$ cat src/rtl/sdo_port_pkg.sv
package sdo_port_pkg;
    typedef enum logic [1:0] {
        ST_IDLE  = 2'd0,
        ST_RDY   = 2'd1,
        ST_SLEEP = 2'd2,
        ST_WAKE  = 2'd3
    } port_st_e;
endpackage

$ cat src/rtl/sclk_sync.sv
module sclk_sync #(
    parameter int STAGES = 2
) (
    input  logic clk,
    input  logic rst_n,
    input  logic async_in,
    output logic level,
    output logic rise
);
    logic [STAGES-1:0] chain_q;
    logic              prev_q;

    generate
        for (genvar g = 0; g < STAGES; g++) begin : g_stage
            if (g == 0) begin : g_first
                always_ff @(posedge clk or negedge rst_n) begin
                    if (!rst_n) chain_q[g] <= 1'b0;
                    else        chain_q[g] <= async_in;
                end
            end else begin : g_next
                always_ff @(posedge clk or negedge rst_n) begin
                    if (!rst_n) chain_q[g] <= 1'b0;
                    else        chain_q[g] <= chain_q[g-1];
                end
            end
        end
    endgenerate

    always_ff @(posedge clk or negedge rst_n) begin
        if (!rst_n) prev_q <= 1'b0;
        else        prev_q <= chain_q[STAGES-1];
    end

    assign level = chain_q[STAGES-1];
    assign rise  = chain_q[STAGES-1] & ~prev_q;

    p_rise_level_r2: assert property (@(posedge clk) disable iff (!rst_n)
        rise |=> !rise);
endmodule

$ cat src/rtl/level_timer.sv
module level_timer #(
    parameter int LIMIT = 160000
) (
    input  logic clk,
    input  logic rst_n,
    input  logic en,
    input  logic level,
    output logic expired
);
    localparam int CW = $clog2(LIMIT + 1);

    logic [CW-1:0] cnt_d, cnt_q;

    always_comb begin
        cnt_d = cnt_q;
        if (!en || !level)                 cnt_d = '0;
        else if (cnt_q != CW'(LIMIT))      cnt_d = cnt_q + 1'b1;
    end

    always_ff @(posedge clk or negedge rst_n) begin
        if (!rst_n) cnt_q <= '0;
        else        cnt_q <= cnt_d;
    end

    assign expired = en && level && (cnt_q == CW'(LIMIT));

    p_expire_level_r4: assert property (@(posedge clk) disable iff (!rst_n)
        (en && !level) |=> !expired);
endmodule

$ cat src/rtl/sdo_sleep_port.sv
module sdo_sleep_port
    import sdo_port_pkg::*;
#(
    parameter int WIDTH  = 24,
    parameter int T_ACT  = 160000,
    parameter int T_WAKE = 170000,
    parameter int T_CAL  = 516000
) (
    input  logic             clk,
    input  logic             rst_n,
    input  logic             sclk,
    input  logic             res_valid,
    input  logic [WIDTH-1:0] res_data,
    output logic             dout,
    output logic             asleep,
    output logic             cal_pending
);
    localparam int BCW  = $clog2(WIDTH + 1);
    localparam int WMAX = (T_CAL > T_WAKE) ? T_CAL : T_WAKE;
    localparam int WCW  = $clog2(WMAX + 1);

    typedef struct packed {
        port_st_e         st;
        logic [WIDTH-1:0] sh;
        logic [BCW-1:0]   bcnt;
        logic [WCW-1:0]   wcnt;
        logic             dout;
        logic             seen;
        logic             cal;
    } port_regs_t;

    port_regs_t r_d, r_q;

    logic sclk_lvl, sclk_rise, hi_exp, awake_io;

    sclk_sync #(.STAGES(2)) u_sync (
        .clk      (clk),
        .rst_n    (rst_n),
        .async_in (sclk),
        .level    (sclk_lvl),
        .rise     (sclk_rise)
    );

    assign awake_io = (r_q.st == ST_IDLE) || (r_q.st == ST_RDY);

    level_timer #(.LIMIT(T_ACT)) u_hold (
        .clk     (clk),
        .rst_n   (rst_n),
        .en      (r_q.seen && awake_io),
        .level   (sclk_lvl),
        .expired (hi_exp)
    );

    always_comb begin
        r_d = r_q;
        unique case (r_q.st)
            ST_IDLE: begin
                r_d.dout = 1'b1;
                if (res_valid) begin
                    r_d.sh   = res_data;
                    r_d.bcnt = '0;
                    r_d.dout = 1'b0;
                    r_d.seen = 1'b1;
                    r_d.st   = ST_RDY;
                end
            end
            ST_RDY: begin
                if (sclk_rise) begin
                    if (r_q.bcnt != BCW'(WIDTH)) begin
                        r_d.dout = r_q.sh[WIDTH-1];
                        r_d.sh   = {r_q.sh[WIDTH-2:0], 1'b0};
                        r_d.bcnt = r_q.bcnt + 1'b1;
                    end else begin
                        r_d.cal  = 1'b1;
                        r_d.dout = 1'b1;
                        r_d.st   = ST_IDLE;
                    end
                end else if (res_valid &&
                             (r_q.bcnt == '0 || r_q.bcnt == BCW'(WIDTH))) begin
                    r_d.sh   = res_data;
                    r_d.bcnt = '0;
                    r_d.dout = 1'b0;
                end
            end
            ST_SLEEP: begin
                r_d.dout = 1'b1;
                if (!sclk_lvl) begin
                    r_d.st   = ST_WAKE;
                    r_d.wcnt = r_q.cal ? WCW'(T_CAL - 1) : WCW'(T_WAKE - 1);
                end
            end
            ST_WAKE: begin
                r_d.dout = 1'b1;
                if (r_q.wcnt == '0) begin
                    r_d.sh   = res_data;
                    r_d.bcnt = '0;
                    r_d.dout = 1'b0;
                    r_d.cal  = 1'b0;
                    r_d.seen = 1'b1;
                    r_d.st   = ST_RDY;
                end else begin
                    r_d.wcnt = r_q.wcnt - 1'b1;
                end
            end
            default: r_d.st = ST_IDLE;
        endcase

        if (hi_exp && awake_io) begin
            r_d.st   = ST_SLEEP;
            r_d.dout = 1'b1;
            r_d.seen = 1'b0;
            r_d.bcnt = '0;
        end
    end

    always_ff @(posedge clk or negedge rst_n) begin
        if (!rst_n) begin
            r_q      <= '0;
            r_q.st   <= ST_IDLE;
            r_q.dout <= 1'b1;
        end else begin
            r_q <= r_d;
        end
    end

    assign dout        = r_q.dout;
    assign asleep      = (r_q.st == ST_SLEEP);
    assign cal_pending = r_q.cal;

    p_sleep_dout_r5: assert property (@(posedge clk) disable iff (!rst_n)
        asleep |-> dout);

    p_wake_on_low_r6: assert property (@(posedge clk) disable iff (!rst_n)
        (asleep && !sclk_lvl) |=> !asleep);

    p_sleep_entry_r4: assert property (@(posedge clk) disable iff (!rst_n)
        (hi_exp && awake_io) |=> asleep);

    p_cal_arm_r3: assert property (@(posedge clk) disable iff (!rst_n)
        (r_q.st == ST_RDY && sclk_rise && r_q.bcnt == BCW'(WIDTH) && !hi_exp)
        |=> (cal_pending && dout));

    p_wake_ready_r7: assert property (@(posedge clk) disable iff (!rst_n)
        (r_q.st == ST_WAKE && r_q.wcnt == '0) |=> (!dout && !cal_pending));
endmodule

$ cat config.mk
export PLATFORM = sky130hd
export DESIGN_NAME = sdo_sleep_port
export DESIGN_NICKNAME = d
export VERILOG_FILES = /design/src/rtl/sdo_port_pkg.sv /design/src/rtl/sclk_sync.sv /design/src/rtl/level_timer.sv /design/src/rtl/sdo_sleep_port.sv
export SDC_FILE = /design/constraint.sdc
export NUM_CORES = 1
export LEC_CHECK = 0
export BUFFER_PORTS_ARGS = -buffer_cell sky130_fd_sc_hd__buf_2
export CAP_MARGIN = 20
export CORE_ASPECT_RATIO = 1.75
export CORE_MARGIN = 3
export CORE_UTILIZATION = 35
export DETAILED_ROUTE_END_ITERATION = 8
export GPL_ROUTABILITY_DRIVEN = 0
export SLEW_MARGIN = 15
export SYNTH_ARGS = -nofsm -noshare
export SYNTH_HDL_FRONTEND = slang
export SYNTH_SLANG_ARGS = --single-unit
$ cat constraint.sdc
create_clock -name clk -period 2.1 [get_ports clk]
set_clock_uncertainty 0.05 [all_clocks]
set_input_delay 0.21 -clock clk [delete_from_list [all_inputs] [get_ports clk]]
set_output_delay 0.21 -clock clk [all_outputs]
set_load 0.01 [all_outputs]
==> run summary <==
Syn nets -> 415
Buf+Inv Stages, Crit Path -> 4
Int Pwr -> 0.00369 W
Yosys warnings -> 0
CP Capture Type -> flop
ANT nets after route -> 0
Share of cells above drive strength 1 -> 0.347
Die footprint -> 0.0125 sq mm
DP Wirelength -> 7320 um
Die height -> 146 um
Initial antenna violation count -> 0
Synthesized area -> 0.00390 sq mm
Status -> finished with violations
# diodes -> 0
Boundary pin count -> 31
Vias post-DR -> 3430
Slew Limit Fails -> 0
Crit path largest cell delay -> 420 ps
Pwr Total -> 0.00510 W
Failing checks -> setup timing
F_max -> 458 MHz
Total grt overflow -> 0
Final-report hold violation count -> 0
VDD IR max -> 0.000516 V
Final WS setup -> -85.0 ps
GRT Total Usage -> 0.177
Final min period -> 2190 ps
CTS buffer count -> 9
Comb power frac -> 0.285
Main synth FF type -> dfrtp_1
FP Rows -> 50
Seq cells post-synth -> 74
Total wire length -> 10500 um
Critical Path Slowest Stage Cell -> or3_4
Final setup fails -> 26
Nature of the critical path startpoint -> flop
TritonCTS clock tree -> done
Root Buffer Master -> clkbuf_16
Final nets -> 513
Family with the most delay on the worst path -> simple AND/OR/NAND/NOR gates
RSZ-0062 raised after global routing -> true
Worst Path Required -> 2320 ps
Critical path arrival -> 2400 ps
Via/cell ratio -> 5.59
Final hold slack -> 143 ps
Clock slew seen by the registers of the worst setup and hold paths -> 60 ps
Post-synth EDFFs -> 0
Leakage -> 2.35 nW
Flop pwr share -> 0.380
DRC violations left -> 0
Placed inst area -> 0.00463 sq mm
PortBufs -> 30
Largest net degree at the start of global routing -> 42
Avg WL per Cell -> 17.2 um
Sw Ratio -> 0.275
Commonest non-fill, non-tap cell in the layout -> dfrtp_1
H-tree depth -> 3
Most frequent cells in the layout -> dfrtp_1 (73), buf_4 (62), nor2_1 (34), buf_2 (29), o22ai_1 (25)
Clock share of power -> 0.335
CP Max Fanout -> 5
Initial core utilization -> 0.361
Die width -> 85.8 um
Pwr dens -> 964 mW/mm^2
Initial drt markers -> 157
Sw power -> 0.00140 W
Async S/R FF share, synth -> 1.00
Relative slew slack -> 0.685
CTS Buffer Depth -> 2
Worst slew pin tran -> 473 ps
Max-Cap Viols -> 0
Syn_area_per_cell -> 10.2 sq um
Critical Path, Cell by Cell -> inv_2, ha_4, nor4b_4, nand2_1, buf_6, or3_4, a21oi_4, buf_12, clkbuf_16, a2bb2oi_2
Post-route cell area -> 0.00529 sq mm
Part of the cycle the worst path needs -> 1.04
Critical path class -> reg2reg
1st-pass router iterations -> 4
Min-Delay Path Class -> in2reg
Area Overhead vs Synth -> 35.4%
Post-synthesis sequential area ratio -> 0.475
Clock sink total -> 74
First-pass GRT wire length -> 17500 um
Number of global-route vias before repair -> 3578
Core ar. -> 0.0108 sq mm
Clk_lat worst skew -> 340 ps
Post-synthesis cell count -> 381
Synth cell types -> 56
-- per-stage QoR --
| step | worst slack [ps] | util | TNS [ps] | instances |
|---|---|---|---|---|
| after floorplan | 40.3 | - | 0 | 381 |
| after global placement | -286 | 0.428 | -3920 | 580 |
| after detailed placement | -380 | 0.428 | -5030 | 580 |
| after CTS | -91.9 | 0.478 | -1660 | 607 |
| after global routing | -155 | 0.488 | -3720 | 614 |
| final | -85.0 | 0.488 | -1540 | 614 |
-- worst reg2reg max path, cell delays in order, from the launching register on --
cell and delay (ps):
dfrtp_1 390, inv_2 90, ha_4 130, nor4b_4 200
nand2_1 120, buf_6 140, or3_4 420, a21oi_4 160
buf_12 150, clkbuf_16 140, a2bb2oi_2 130
-- path summary, 6_finish.rpt --
kind / startpoint / endpoint / slack (ps) / cells after the start
min in group asynchronous: rst_n / r_q[15] / 310 / 2
max in group asynchronous: rst_n / u_hold.cnt_q[7] / 1090 / 3
worst min-delay path: res_data[10] / r_q[37] / 140 / 3
worst min register to register: u_sync.chain_q[0] / u_sync.level / 300 / 0
worst max-delay path: r_q[4] / r_q[47] / -90 / 10
worst max register to register: r_q[4] / r_q[47] / -90 / 10
-- metal layers --
metal	GRT usage	part of all wire	up-vias
li1	-	-	1614
met1	0.193	0.38	1693
met2	0.318	0.55	92
met3	0.0346	0.036	31
met4	0.0887	0.039	0
met5	0	0	-
-- cells in the mapped netlist (9+ instances only) --
cell | instances | area [sq um]
a21oi_1 | 17 | 85.1
a2bb2oi_2 | 19 | 285
clkbuf_1 | 9 | 33.8
dfrtp_1 | 73 | 1830
inv_1 | 17 | 63.8
nand2_1 | 24 | 90.1
nand3_1 | 14 | 70.1
nor2_1 | 34 | 128
nor3_1 | 10 | 50.1
o21ai_0 | 21 | 105
o22ai_1 | 25 | 156
xor2_1 | 13 | 114
-- logic make-up after synthesis --
family          share of synthesized area
mux                                0.0106
flops                               0.475
compound gates                      0.230
simple gates                        0.190
buf+inv                            0.0381
fa+ha+maj                          0.0192
xor+xnor                           0.0381
-- flip-flops by register name (all words and copies together) (netlist names) --
name and count:
u_sync.prev_q 1, u_sync.level 1, r_q 51, cal_pending 1
dout 1, u_sync.chain_q 1, u_hold.cnt_q 18
-- power groups by stage --
stage / logic (W) / clock network, W / registers, W
2_1_floorplan: 0.000907 / 0 / 0.00191
3_3_place_gp: 0.00121 / 0 / 0.00194
3_5_place_dp: 0.00124 / 0 / 0.00195
4_1_cts: 0.00139 / 0.00175 / 0.00193
5_1_grt: 0.00156 / 0.00181 / 0.00197
6_report: 0.00145 / 0.00171 / 0.00194
-- repair_timing --
action / CTS / global route
hold endpoints to repair: 33 / 0
gates cloned: 1 / 1
setup buffers: 8 / 6
resized for setup: 19 / 11
setup endpoints to repair: 33 / 44
pin swaps: 4 / 5
hold buffers: 2 / 0
-- layout make-up --
type | count | area (sq um)
Clock buffer | 12 | 256
Inverter | 17 | 63.8
Sequential cell | 74 | 1850
Timing Repair Buffer | 103 | 826
Tap cell | 130 | 163
Multi-Input combinational cell | 274 | 2050
Clock inverter | 4 | 73.8
Fill cell | 1010 | 5540
Power figures use the tool's default switching activity.
